`config.mk`:
```
export PLATFORM = sky130hd
export DESIGN_NAME = dmaseq_channel
export DESIGN_NICKNAME = d
export VERILOG_FILES = /design/src/rtl/dmaseq_pkg.sv /design/src/rtl/dmaseq_regs.sv /design/src/rtl/dmaseq_fsm.sv /design/src/rtl/dmaseq_channel.sv
export SDC_FILE = /design/constraint.sdc
export NUM_CORES = 1
export LEC_CHECK = 0
export BUFFER_PORTS_ARGS = -buffer_cell sky130_fd_sc_hd__buf_4
export CORE_UTILIZATION = 35
export CTS_CLUSTER_SIZE = 30
export DETAILED_ROUTE_END_ITERATION = 8
export GPL_TIMING_DRIVEN = 0
export PLACE_DENSITY = 0.52
export SYNTH_ARGS = -nofsm -noshare
export SYNTH_HDL_FRONTEND = slang
export SYNTH_SLANG_ARGS = --single-unit
```
`constraint.sdc`:
```
create_clock -name clk -period 3.45 [get_ports clk]
set_input_delay 0.1725 -clock clk [delete_from_list [all_inputs] [get_ports clk]]
set_output_delay 0.1725 -clock clk [all_outputs]
set_load 0.1 [all_outputs]
```
`src/rtl/dmaseq_pkg.sv`:
```
package dmaseq_pkg;

  typedef enum logic [1:0] {
    MD_DEMAND  = 2'd0,
    MD_SINGLE  = 2'd1,
    MD_BLOCK   = 2'd2,
    MD_CASCADE = 2'd3
  } xfer_mode_e;

  typedef enum logic [1:0] {
    S_IDLE = 2'd0,
    S_REQ  = 2'd1,
    S_XFER = 2'd2,
    S_CAS  = 2'd3
  } seq_state_e;

  // mode register layout: [3] auto-init, [2] decrement, [1:0] mode
  typedef struct packed {
    logic       autoinit;
    logic       dec;
    xfer_mode_e mode;
  } mode_reg_t;

  localparam logic [1:0] SEL_ADDR = 2'd0;
  localparam logic [1:0] SEL_CNT  = 2'd1;
  localparam logic [1:0] SEL_MODE = 2'd2;

endpackage

```
`src/rtl/dmaseq_regs.sv`:
```
module dmaseq_regs
  import dmaseq_pkg::*;
#(
  parameter int AW = 16,
  parameter int CW = 16,
  parameter int DW = 16
) (
  input  logic          clk,
  input  logic          rst_n,
  input  logic          wr_en,
  input  logic [1:0]    wr_sel,
  input  logic [DW-1:0] wr_data,
  input  logic          xfer_done,
  input  logic          eop_now,
  output logic [AW-1:0] cur_addr,
  output logic [CW-1:0] cur_cnt,
  output logic [AW-1:0] base_addr,
  output logic [CW-1:0] base_cnt,
  output mode_reg_t     mode_q,
  output logic          masked,
  output logic          tc_now
);

  function automatic logic [AW-1:0] step_addr(input logic [AW-1:0] a, input logic dec);
    return dec ? a - AW'(1) : a + AW'(1);
  endfunction

  function automatic logic [CW-1:0] step_cnt(input logic [CW-1:0] c);
    return c - CW'(1);
  endfunction

  assign tc_now = (cur_cnt == '0);

  always_ff @(posedge clk or negedge rst_n) begin
    if (!rst_n) begin
      cur_addr  <= '0;
      cur_cnt   <= '0;
      base_addr <= '0;
      base_cnt  <= '0;
      mode_q    <= '0;
      masked    <= 1'b1;
    end else if (wr_en) begin
      case (wr_sel)
        SEL_ADDR: begin
          base_addr <= wr_data[AW-1:0];
          cur_addr  <= wr_data[AW-1:0];
        end
        SEL_CNT: begin
          base_cnt <= wr_data[CW-1:0];
          cur_cnt  <= wr_data[CW-1:0];
        end
        SEL_MODE: begin
          mode_q <= mode_reg_t'(wr_data[3:0]);
          masked <= 1'b0;
        end
        default: ;
      endcase
    end else if (xfer_done) begin
      if (eop_now && mode_q.autoinit) begin
        cur_addr <= base_addr;
        cur_cnt  <= base_cnt;
      end else begin
        cur_addr <= step_addr(cur_addr, mode_q.dec);
        cur_cnt  <= step_cnt(cur_cnt);
        if (eop_now) masked <= 1'b1;
      end
    end
  end

endmodule

```
`src/rtl/dmaseq_fsm.sv`:
```
module dmaseq_fsm
  import dmaseq_pkg::*;
#(
  parameter int XFER_CYC = 2
) (
  input  logic       clk,
  input  logic       rst_n,
  input  logic       dreq,
  input  logic       hlda,
  input  logic       eop_in,
  input  xfer_mode_e mode,
  input  logic       masked,
  input  logic       tc_now,
  output logic       hrq,
  output logic       dack,
  output logic       addr_vld,
  output logic       xfer_done,
  output logic       eop_now,
  output logic       st_idle
);

  localparam int CYW = (XFER_CYC > 1) ? $clog2(XFER_CYC) : 1;

  seq_state_e st, st_n;
  logic [CYW-1:0] cyc;
  logic last_cyc;

  assign last_cyc  = (cyc == CYW'(XFER_CYC - 1));
  assign xfer_done = (st == S_XFER) && last_cyc;
  assign eop_now   = xfer_done && (tc_now || eop_in);
  assign st_idle   = (st == S_IDLE);
  assign hrq       = (st != S_IDLE);
  assign addr_vld  = (st == S_XFER);
  assign dack      = (st == S_XFER) || ((st == S_CAS) && hlda);

  always_comb begin
    st_n = st;
    case (st)
      S_IDLE: if (dreq && !masked) st_n = (mode == MD_CASCADE) ? S_CAS : S_REQ;
      S_REQ:  if (hlda) st_n = S_XFER;
      S_XFER: if (xfer_done) begin
        if (eop_now) st_n = S_IDLE;
        else begin
          case (mode)
            MD_BLOCK:  st_n = S_XFER;
            MD_DEMAND: st_n = dreq ? S_XFER : S_IDLE;
            default:   st_n = S_IDLE;
          endcase
        end
      end
      S_CAS:  if (!dreq) st_n = S_IDLE;
      default: st_n = S_IDLE;
    endcase
  end

  always_ff @(posedge clk or negedge rst_n) begin
    if (!rst_n) begin
      st  <= S_IDLE;
      cyc <= '0;
    end else begin
      st <= st_n;
      if (st == S_XFER && !last_cyc) cyc <= cyc + CYW'(1);
      else                           cyc <= '0;
    end
  end

endmodule

```
`src/rtl/dmaseq_channel.sv`:
```
module dmaseq_channel
  import dmaseq_pkg::*;
#(
  parameter int AW       = 16,
  parameter int CW       = 16,
  parameter int DW       = 16,
  parameter int XFER_CYC = 2
) (
  input  logic          clk,
  input  logic          rst_n,
  input  logic          wr_en,
  input  logic [1:0]    wr_sel,
  input  logic [DW-1:0] wr_data,
  input  logic          dreq,
  input  logic          hlda,
  input  logic          eop_in,
  output logic          hrq,
  output logic          dack,
  output logic          addr_vld,
  output logic [AW-1:0] addr,
  output logic          eop_out
);

  logic [AW-1:0] cur_addr, base_addr;
  logic [CW-1:0] cur_cnt, base_cnt;
  mode_reg_t     mode_q;
  logic          masked, tc_now, xfer_done, st_idle;

  dmaseq_regs #(.AW(AW), .CW(CW), .DW(DW)) u_regs (
    .clk(clk), .rst_n(rst_n), .wr_en(wr_en), .wr_sel(wr_sel), .wr_data(wr_data),
    .xfer_done(xfer_done), .eop_now(eop_out),
    .cur_addr(cur_addr), .cur_cnt(cur_cnt), .base_addr(base_addr), .base_cnt(base_cnt),
    .mode_q(mode_q), .masked(masked), .tc_now(tc_now)
  );

  dmaseq_fsm #(.XFER_CYC(XFER_CYC)) u_fsm (
    .clk(clk), .rst_n(rst_n), .dreq(dreq), .hlda(hlda), .eop_in(eop_in),
    .mode(mode_q.mode), .masked(masked), .tc_now(tc_now),
    .hrq(hrq), .dack(dack), .addr_vld(addr_vld), .xfer_done(xfer_done),
    .eop_now(eop_out), .st_idle(st_idle)
  );

  assign addr = addr_vld ? cur_addr : '0;

endmodule

```
==> results of run 1 <==
## layer usage
layer  track usage [%]  part of all wire [%]
met1              28.6                    47
met2              34.8                    47
met4              7.98                   1.9
met3              5.37                   4.7
met5                 0                     0
## critical path: cells and delay by family, from the launching register on
kind,cells,cell delay [ps]
compound gates,6,1540
flops,1,790
fa+ha+maj,1,410
xor+xnor,1,180
## worst paths after layout
check                                 startpoint                   to  slack (ps)  cells after the start
worst max-delay path            u_regs.mode_q[2]  u_regs.cur_addr[12]         420                      8
worst min-delay path                       rst_n    u_regs.cur_cnt[5]          -6                      1
worst max register to register  u_regs.mode_q[2]  u_regs.cur_addr[12]         420                      8
worst min register to register         u_fsm.cyc            u_fsm.cyc         440                      1
max in group asynchronous                  rst_n   u_regs.cur_addr[6]        2860                      1
min in group clk                     wr_data[14]  u_regs.base_cnt[14]          60                      3
## cells in the mapped netlist, types with 4 or more instances
cell                         n  area share (%)
sky130_fd_sc_hd__a21oi_1    39             4.5
sky130_fd_sc_hd__nand3_1    15             1.7
sky130_fd_sc_hd__a31oi_1     9             1.3
sky130_fd_sc_hd__xnor2_1    20             4.0
sky130_fd_sc_hd__o21ai_0    36             4.1
sky130_fd_sc_hd__clkbuf_1   16             1.4
sky130_fd_sc_hd__nand2_1   139              12
sky130_fd_sc_hd__xor2_1      5             1.0
sky130_fd_sc_hd__mux2_2      4             1.0
sky130_fd_sc_hd__o211ai_1    6             1.0
sky130_fd_sc_hd__and2_1     20             2.9
sky130_fd_sc_hd__inv_1      13             1.1
sky130_fd_sc_hd__ha_1       15             4.3
sky130_fd_sc_hd__a211oi_1   10             1.7
sky130_fd_sc_hd__buf_2       4            0.46
sky130_fd_sc_hd__nor2_1     39             3.4
sky130_fd_sc_hd__nand3b_1    6             1.0
sky130_fd_sc_hd__a211o_1     7             1.4
sky130_fd_sc_hd__dfrtp_1    71              41
sky130_fd_sc_hd__nor3_1      7            0.80
## placed cells by master (no fill, tap or decap), types with 7 or more instances in the layout
master                      count
sky130_fd_sc_hd__clkbuf_1      16
sky130_fd_sc_hd__ha_1          15
sky130_fd_sc_hd__a31oi_1        9
sky130_fd_sc_hd__nor3_1         7
sky130_fd_sc_hd__nand2_1      139
sky130_fd_sc_hd__xnor2_1       20
sky130_fd_sc_hd__clkbuf_16      9
sky130_fd_sc_hd__dfrtp_1       71
sky130_fd_sc_hd__nor2_1        39
sky130_fd_sc_hd__buf_4         44
sky130_fd_sc_hd__a21oi_1       39
sky130_fd_sc_hd__a211oi_1      10
sky130_fd_sc_hd__o21ai_0       36
sky130_fd_sc_hd__nand3_1       15
sky130_fd_sc_hd__a211o_1        7
sky130_fd_sc_hd__and2_1        20
sky130_fd_sc_hd__inv_1         13
## power by group through the flow
stage / Combinational [W] / Clock [W] / Sequential (W)
floorplan: 0.00217 / 0 / 0.00134
global placement: 0.00266 / 0 / 0.00144
detailed placement: 0.00269 / 0 / 0.00144
CTS: 0.00270 / 0.00103 / 0.00143
global route: 0.00297 / 0.00107 / 0.00148
finish: 0.00270 / 0.00102 / 0.00143
## state kept, by name, summed over array words and instances, names as in the netlist
name              count
u_regs.base_cnt      16
u_regs.cur_cnt       16
u_fsm.st              2
u_regs.cur_addr      16
u_regs.masked         1
u_regs.mode_q         4
u_regs.base_addr     16
u_fsm.cyc             1
## kinds of logic (layout without fill, tap and decap cells)
group / after synthesis / after routing / share of synthesized area (%)
compound gates: 130 / 130 / 18.7
xor+xnor: 25 / 25 / 5.01
fa+ha+maj: 16 / 16 / 4.75
buf+inv: 36 / 95 / 3.47
flops: 72 / 72 / 41.3
mux: 4 / 4 / 1.03
simple gates: 251 / 251 / 25.7
## through the flow
stage	area [sq um]	hold WS [ps]	util (%)
final	5220	-6.01	43.1
after global routing	5220	57.5	43.1
after CTS	5220	29.5	43.1
after detailed placement	4900	391	40.5
after global placement	4900	383	40.5
after floorplan	4370	-123	-
## area by class of cell
type                            instances  area, sq um
Tap cell                              168          210
Multi-Input combinational cell        426         2410
Fill cell                            1262         6890
Buffer                                 23          103
Sequential cell                        72         1800
Timing Repair Buffer                   43          323
Clock inverter                          6         82.6
Clock buffer                           10          239
Inverter                               13         48.8
==> impl_metrics.sql, run 1 <==
INSERT INTO impl_metrics (metric_group, metric, value, unit) VALUES
('clock_tree', 'max_buffers_root_to_sink', '2', ''),
('routing', 'wirelength', '13.1', 'mm'),
('critical_path', 'data_required_critical_path', '3670', 'ps'),
('power', 'internal_power', '0.00268', 'W'),
('sta', 'finalHoldViolCount', '17', ''),
('clock_tree', 'holdBufCountCts', '0', ''),
('global_route', 'global_route.overflow_total', '0', ''),
('clock_tree', 'cts_post_setup_buffers_inserted', '0', ''),
('run_status', 'outcome', 'complete, but fails checks', ''),
('synth', 'synth-edff-count', '0', ''),
('floorplanning', 'die-height', '114', 'um'),
('critical_path', 'critical-path-max-stage-delay', '790', 'ps'),
('run_status', 'failing_checks', 'hold timing', ''),
('power', 'power.density_cell_area', '984', 'mW/mm^2'),
('power', 'clockPowerShare', '19.7', '%'),
('sta', 'tightest_slew', '1240', 'ps'),
('power', 'vdd_ir_drop_max', '427', 'uV'),
('routing', 'post_drt_wl_per_cell', '17.2', 'um'),
('final_layout', 'post_route_cells_drive_above_1_share', '13.2', '%'),
('global_route', 'global_route.usage.total', '21.8', '%'),
('synth', 'post_syn_instances', '534', ''),
('flow_run', 'drv.max_cap_violation_count', '0', ''),
('synth', 'yosys_register_bits', '72', ''),
('floorplanning', 'design.core.area', '0.0121', 'sq mm'),
('sta', 'finalSetupTns', '0', 'ps'),
('floorplanning', 'ioPinCount', '44', ''),
('final_layout', 'syn_to_final_growth', '19.6', '%'),
('routing', 'ant_nets', '0', ''),
('clock_tree', 'tritoncts_clock_tree', 'built', ''),
('synth', 'synth_ff_type', 'sky130_fd_sc_hd__dfrtp_1', ''),
('synth', 'post_synth_instance_area', '0.00437', 'sq mm'),
('critical_path', 'crit_fanout', '17', ''),
('placed_design', 'pre_cts_setup_slack', '412', 'ps'),
('floorplanning', 'initial_core_util', '36.1', '%'),
('floorplanning', 'rows', '40', ''),
('sta', 'setup-violations-final', '0', ''),
('global_route', 'grt_max_degree', '73', ''),
('power', 'pwr-share-seq', '27.8', '%'),
('global_route', 'first_global_vias', '4014', ''),
('sta', 'worst_slew_margin_rel', '17.2', '%'),
('placed_design', 'port_buffers', '43', ''),
('critical_path', 'crit_path_start_kind', 'register', ''),
('clock_tree', 'clock_sinks', '72', ''),
('routing', 'routed-via-count', '4013', ''),
('sta', 'final_max_slew_viol_count', '0', ''),
('placed_design', 'gp_congestion', '0.834', ''),
('final_layout', 'final-instance-count-excl-fill', '761', ''),
('synth', 'async_s_r_ff_share_synth', '100', '%'),
('routing', 'drt_iter0_drc', '220', ''),
('sta', 'share_of_the_cycle_needed_by_the_critical_path_after_routing', '87.9', '%'),
('sta', 'rsz0062_at_grt', 'false', ''),
('critical_path', 'series_of_cell_instances_along_the_critical_path', 'ha_1 -> a21oi_1 -> o211ai_1 -> a221oi_1 -> o21ai_0 -> xnor2_1 -> a211oi_1 -> a221o_1', ''),
('final_layout', 'nNetsFinal', '628', ''),
('sta', 'worst_hold_slack', '-6.01', 'ps'),
('synth', 'synth_area_per_cell', '8.18', 'sq um'),
('sta', 'fin_worst_skew', '6.26', 'ps'),
('global_route', 'wire_length_of_the_first_global_routing_pass', '21.5', 'mm'),
('sta', 'setup_slack', '417', 'ps'),
('critical_path', 'slowest_stage', 'sky130_fd_sc_hd__dfrtp_1', ''),
('synth', 'synth-seq-area-share', '41.3', '%'),
('floorplanning', 'die_w', '114', 'um'),
('floorplanning', 'die_footprint', '0.0129', 'sq mm'),
('global_route', 'antenna_violations_before_repair', '0', ''),
('routing', 'routed_via_density', '5.27', ''),
('critical_path', 'path_class', 'register to register', ''),
('power', 'cellLeakagePower', '2.42', 'nW'),
('clock_tree', 'clkLatencyLatePin', '330', 'ps'),
('clock_tree', 'cts_htree_levels', '3', ''),
('routing', 'drc_errors', '0', ''),
('power', 'swShare', '47.9', '%'),
('power', 'comb_power_share', '52.5', '%');
Power figures use the tool's default switching activity.
==> run 2: changes to the inputs <==
CTS_BUF_LIST = sky130_fd_sc_hd__clkbuf_2   (was unset)
==> impl_metrics.sql, run 2 (synthesis gave the netlist of run 1 again) <==
INSERT INTO impl_metrics (metric_group, metric, value, unit) VALUES
('placed_design', 'pre_cts_setup_slack', '412', 'ps'),
('global_route', 'grt_max_degree', '73', ''),
('sta', 'finalSetupTns', '0', 'ps'),
('routing', 'routed_via_density', '5.24', ''),
('final_layout', 'layout.cells.most_common', 'sky130_fd_sc_hd__nand2_1', ''),
('placed_design', 'gp_congestion', '0.834', ''),
('power', 'power.density_cell_area', '898', 'mW/mm^2'),
('sta', 'setup_slack', '420', 'ps'),
('power', 'vdd_ir_drop_max', '436', 'uV'),
('global_route', 'wire_length_of_the_first_global_routing_pass', '21.7', 'mm'),
('sta', 'worst_slew_margin_rel', '16.4', '%'),
('critical_path', 'path_class', 'register to register', ''),
('critical_path', 'crit_path_start_kind', 'register', ''),
('run_status', 'outcome', 'completed', ''),
('sta', 'worst_hold_slack', '30.5', 'ps'),
('clock_tree', 'max_buffers_root_to_sink', '2', ''),
('clock_tree', 'clockRootBuffer', 'sky130_fd_sc_hd__clkbuf_2', ''),
('clock_tree', 'tritoncts_clock_tree', 'built', ''),
('flow_run', 'drv.max_cap_violation_count', '0', ''),
('power', 'netSwitchingPower', '0.00243', 'W'),
('final_layout', 'number_of_inserted_diodes', '0', ''),
('sta', 'tightest_slew', '1250', 'ps'),
('sta', 'rsz0062_at_grt', 'false', ''),
('critical_path', 'critical-path-max-stage-delay', '840', 'ps'),
('final_layout', 'nNetsFinal', '649', ''),
('routing', 'first_pass_iters', '4', ''),
('critical_path', 'crit_fanout', '17', ''),
('floorplanning', 'ioPinCount', '44', ''),
('routing', 'drc_errors', '0', ''),
('floorplanning', 'die_w', '114', 'um'),
('sta', 'setup-violations-final', '0', ''),
('power', 'pwr-share-seq', '30.3', '%'),
('floorplanning', 'initial_core_util', '36.1', '%'),
('clock_tree', 'clock_sinks', '72', ''),
('critical_path', 'data_required_critical_path', '3910', 'ps'),
('placed_design', 'port_buffers', '43', ''),
('sta', 'fin_worst_skew', '28.3', 'ps'),
('clock_tree', 'clkLatencyLatePin', '550', 'ps'),
('routing', 'drt_iter0_drc', '190', ''),
('placed_design', 'dp_hpwl', '9.46', 'mm'),
('sta', 'max_freq', '330', 'MHz'),
('routing', 'wirelength', '13.2', 'mm'),
('critical_path', 'critical_path_arrival', '3490', 'ps'),
('power', 'clockPowerShare', '11.9', '%'),
('floorplanning', 'rows', '40', ''),
('routing', 'post_drt_wl_per_cell', '16.9', 'um'),
('clock_tree', 'total_clock_buffers_created_by_cts', '9', ''),
('sta', 'share_of_the_cycle_needed_by_the_critical_path_after_routing', '87.8', '%'),
('sta', 'final_max_slew_viol_count', '0', ''),
('min_path', 'worst_min_delay_path_class', 'primary input to register', ''),
('global_route', 'global_route.usage.total', '21.9', '%'),
('final_layout', 'post_route_cells_drive_above_1_share', '12.5', '%'),
('sta', 'finalHoldViolCount', '0', ''),
('power', 'swShare', '51.6', '%'),
('final_layout', 'mostFrequentLayoutCells', 'sky130_fd_sc_hd__nand2_1 (139), sky130_fd_sc_hd__dfrtp_1 (71), sky130_fd_sc_hd__buf_4 (44), sky130_fd_sc_hd__nor2_1 (39), sky130_fd_sc_hd__a21oi_1 (39)', ''),
('routing', 'routed-via-count', '4100', ''),
('floorplanning', 'die_footprint', '0.0129', 'sq mm'),
('global_route', 'first_global_vias', '4069', ''),
('global_route', 'antenna_violations_before_repair', '0', ''),
('power', 'cellLeakagePower', '2.43', 'nW'),
('final_layout', 'syn_to_final_growth', '20.0', '%'),
('clock_tree', 'cts.clk_slew.worst_paths', '210', 'ps'),
('floorplanning', 'design.core.area', '0.0121', 'sq mm'),
('critical_path', 'crit_path_end_kind', 'register', ''),
('global_route', 'global_route.overflow_total', '0', ''),
('critical_path', 'series_of_cell_instances_along_the_critical_path', 'ha_1 -> a21oi_1 -> o211ai_1 -> a221oi_1 -> o21ai_0 -> xnor2_1 -> a211oi_1 -> a221o_1', ''),
('routing', 'ant_nets', '0', ''),
('power', 'internal_power', '0.00228', 'W'),
('clock_tree', 'cts_htree_levels', '3', ''),
('sta', 'post-route-min-period', '3030', 'ps'),
('floorplanning', 'die-height', '114', 'um'),
('power', 'comb_power_share', '57.8', '%'),
('critical_path', 'slowest_stage', 'sky130_fd_sc_hd__dfrtp_1', '');
run 2: worst paths after layout:
kind | startpoint | endpoint | slack, ps | depth (start not counted)
hold / removal | wr_en | u_regs.cur_cnt[13] | 30 | 4
max in group asynchronous | rst_n | u_regs.base_addr[2] | 2570 | 2
hold reg to reg | u_fsm.cyc | u_fsm.cyc | 460 | 1
min in group asynchronous | rst_n | u_regs.base_cnt[1] | 280 | 2
setup reg to reg | u_regs.mode_q[2] | u_regs.cur_addr[12] | 420 | 8
setup / recovery | u_regs.mode_q[2] | u_regs.cur_addr[12] | 420 | 8
run 2: worst max-delay path, delay by kind of cell (launching register included):
| family | cells | cell delay [ps] |
|---|---|---|
| compound gates | 6 | 1540 |
| flops | 1 | 840 |
| fa+ha+maj | 1 | 410 |
| xor+xnor | 1 | 180 |
run 2: layout make-up:
type                    count  area [sq um]
plain buffers              23           103
multi-input cells         426          2410
flip-flops and latches     72          1800
fillers                  1277          6870
clock inverters             7          86.3
well taps                 168           210
repair buffers             64           533
clock buffers               9          45.0
inverters                  13          48.8
run 2: what timing repair did:
action | CTS | global route
setup endpoints to repair | 0 | 0
hold buffers | 21 | 0
resized for setup | 0 | 0
buffers inserted | 0 | 0
hold endpoints to repair | 134 | 0
run 2: power by group through the flow:
stage / Combinational [W] / Clock (W) / Sequential [W]
2_1_floorplan: 0.00217 / 0 / 0.00134
3_3_place_gp: 0.00266 / 0 / 0.00144
3_5_place_dp: 0.00269 / 0 / 0.00144
4_1_cts: 0.00272 / 0.000580 / 0.00142
5_1_grt: 0.00299 / 0.000596 / 0.00147
6_report: 0.00272 / 0.000562 / 0.00142
run 2: per-stage QoR:
step	utilization [%]	area, sq um	power, W	instances
after floorplan	-	4370	0.00350	534
after global placement	40.5	4900	0.00410	745
after detailed placement	40.5	4900	0.00413	745
after CTS	43.3	5240	0.00473	782
after global routing	43.3	5240	0.00506	782
final	43.3	5240	0.00471	782
run 2: routing by layer:
metal  routed length (um)  up-vias  track usage (%)  share of wire (%)
met3                  464       24             3.77                3.5
met2                 6200       85             35.8                 47
met4                  278        0             8.33                2.1
met5                    0        -                0                  0
li1                     -     2001                -                  -
met1                 6250     1990             29.0                 47
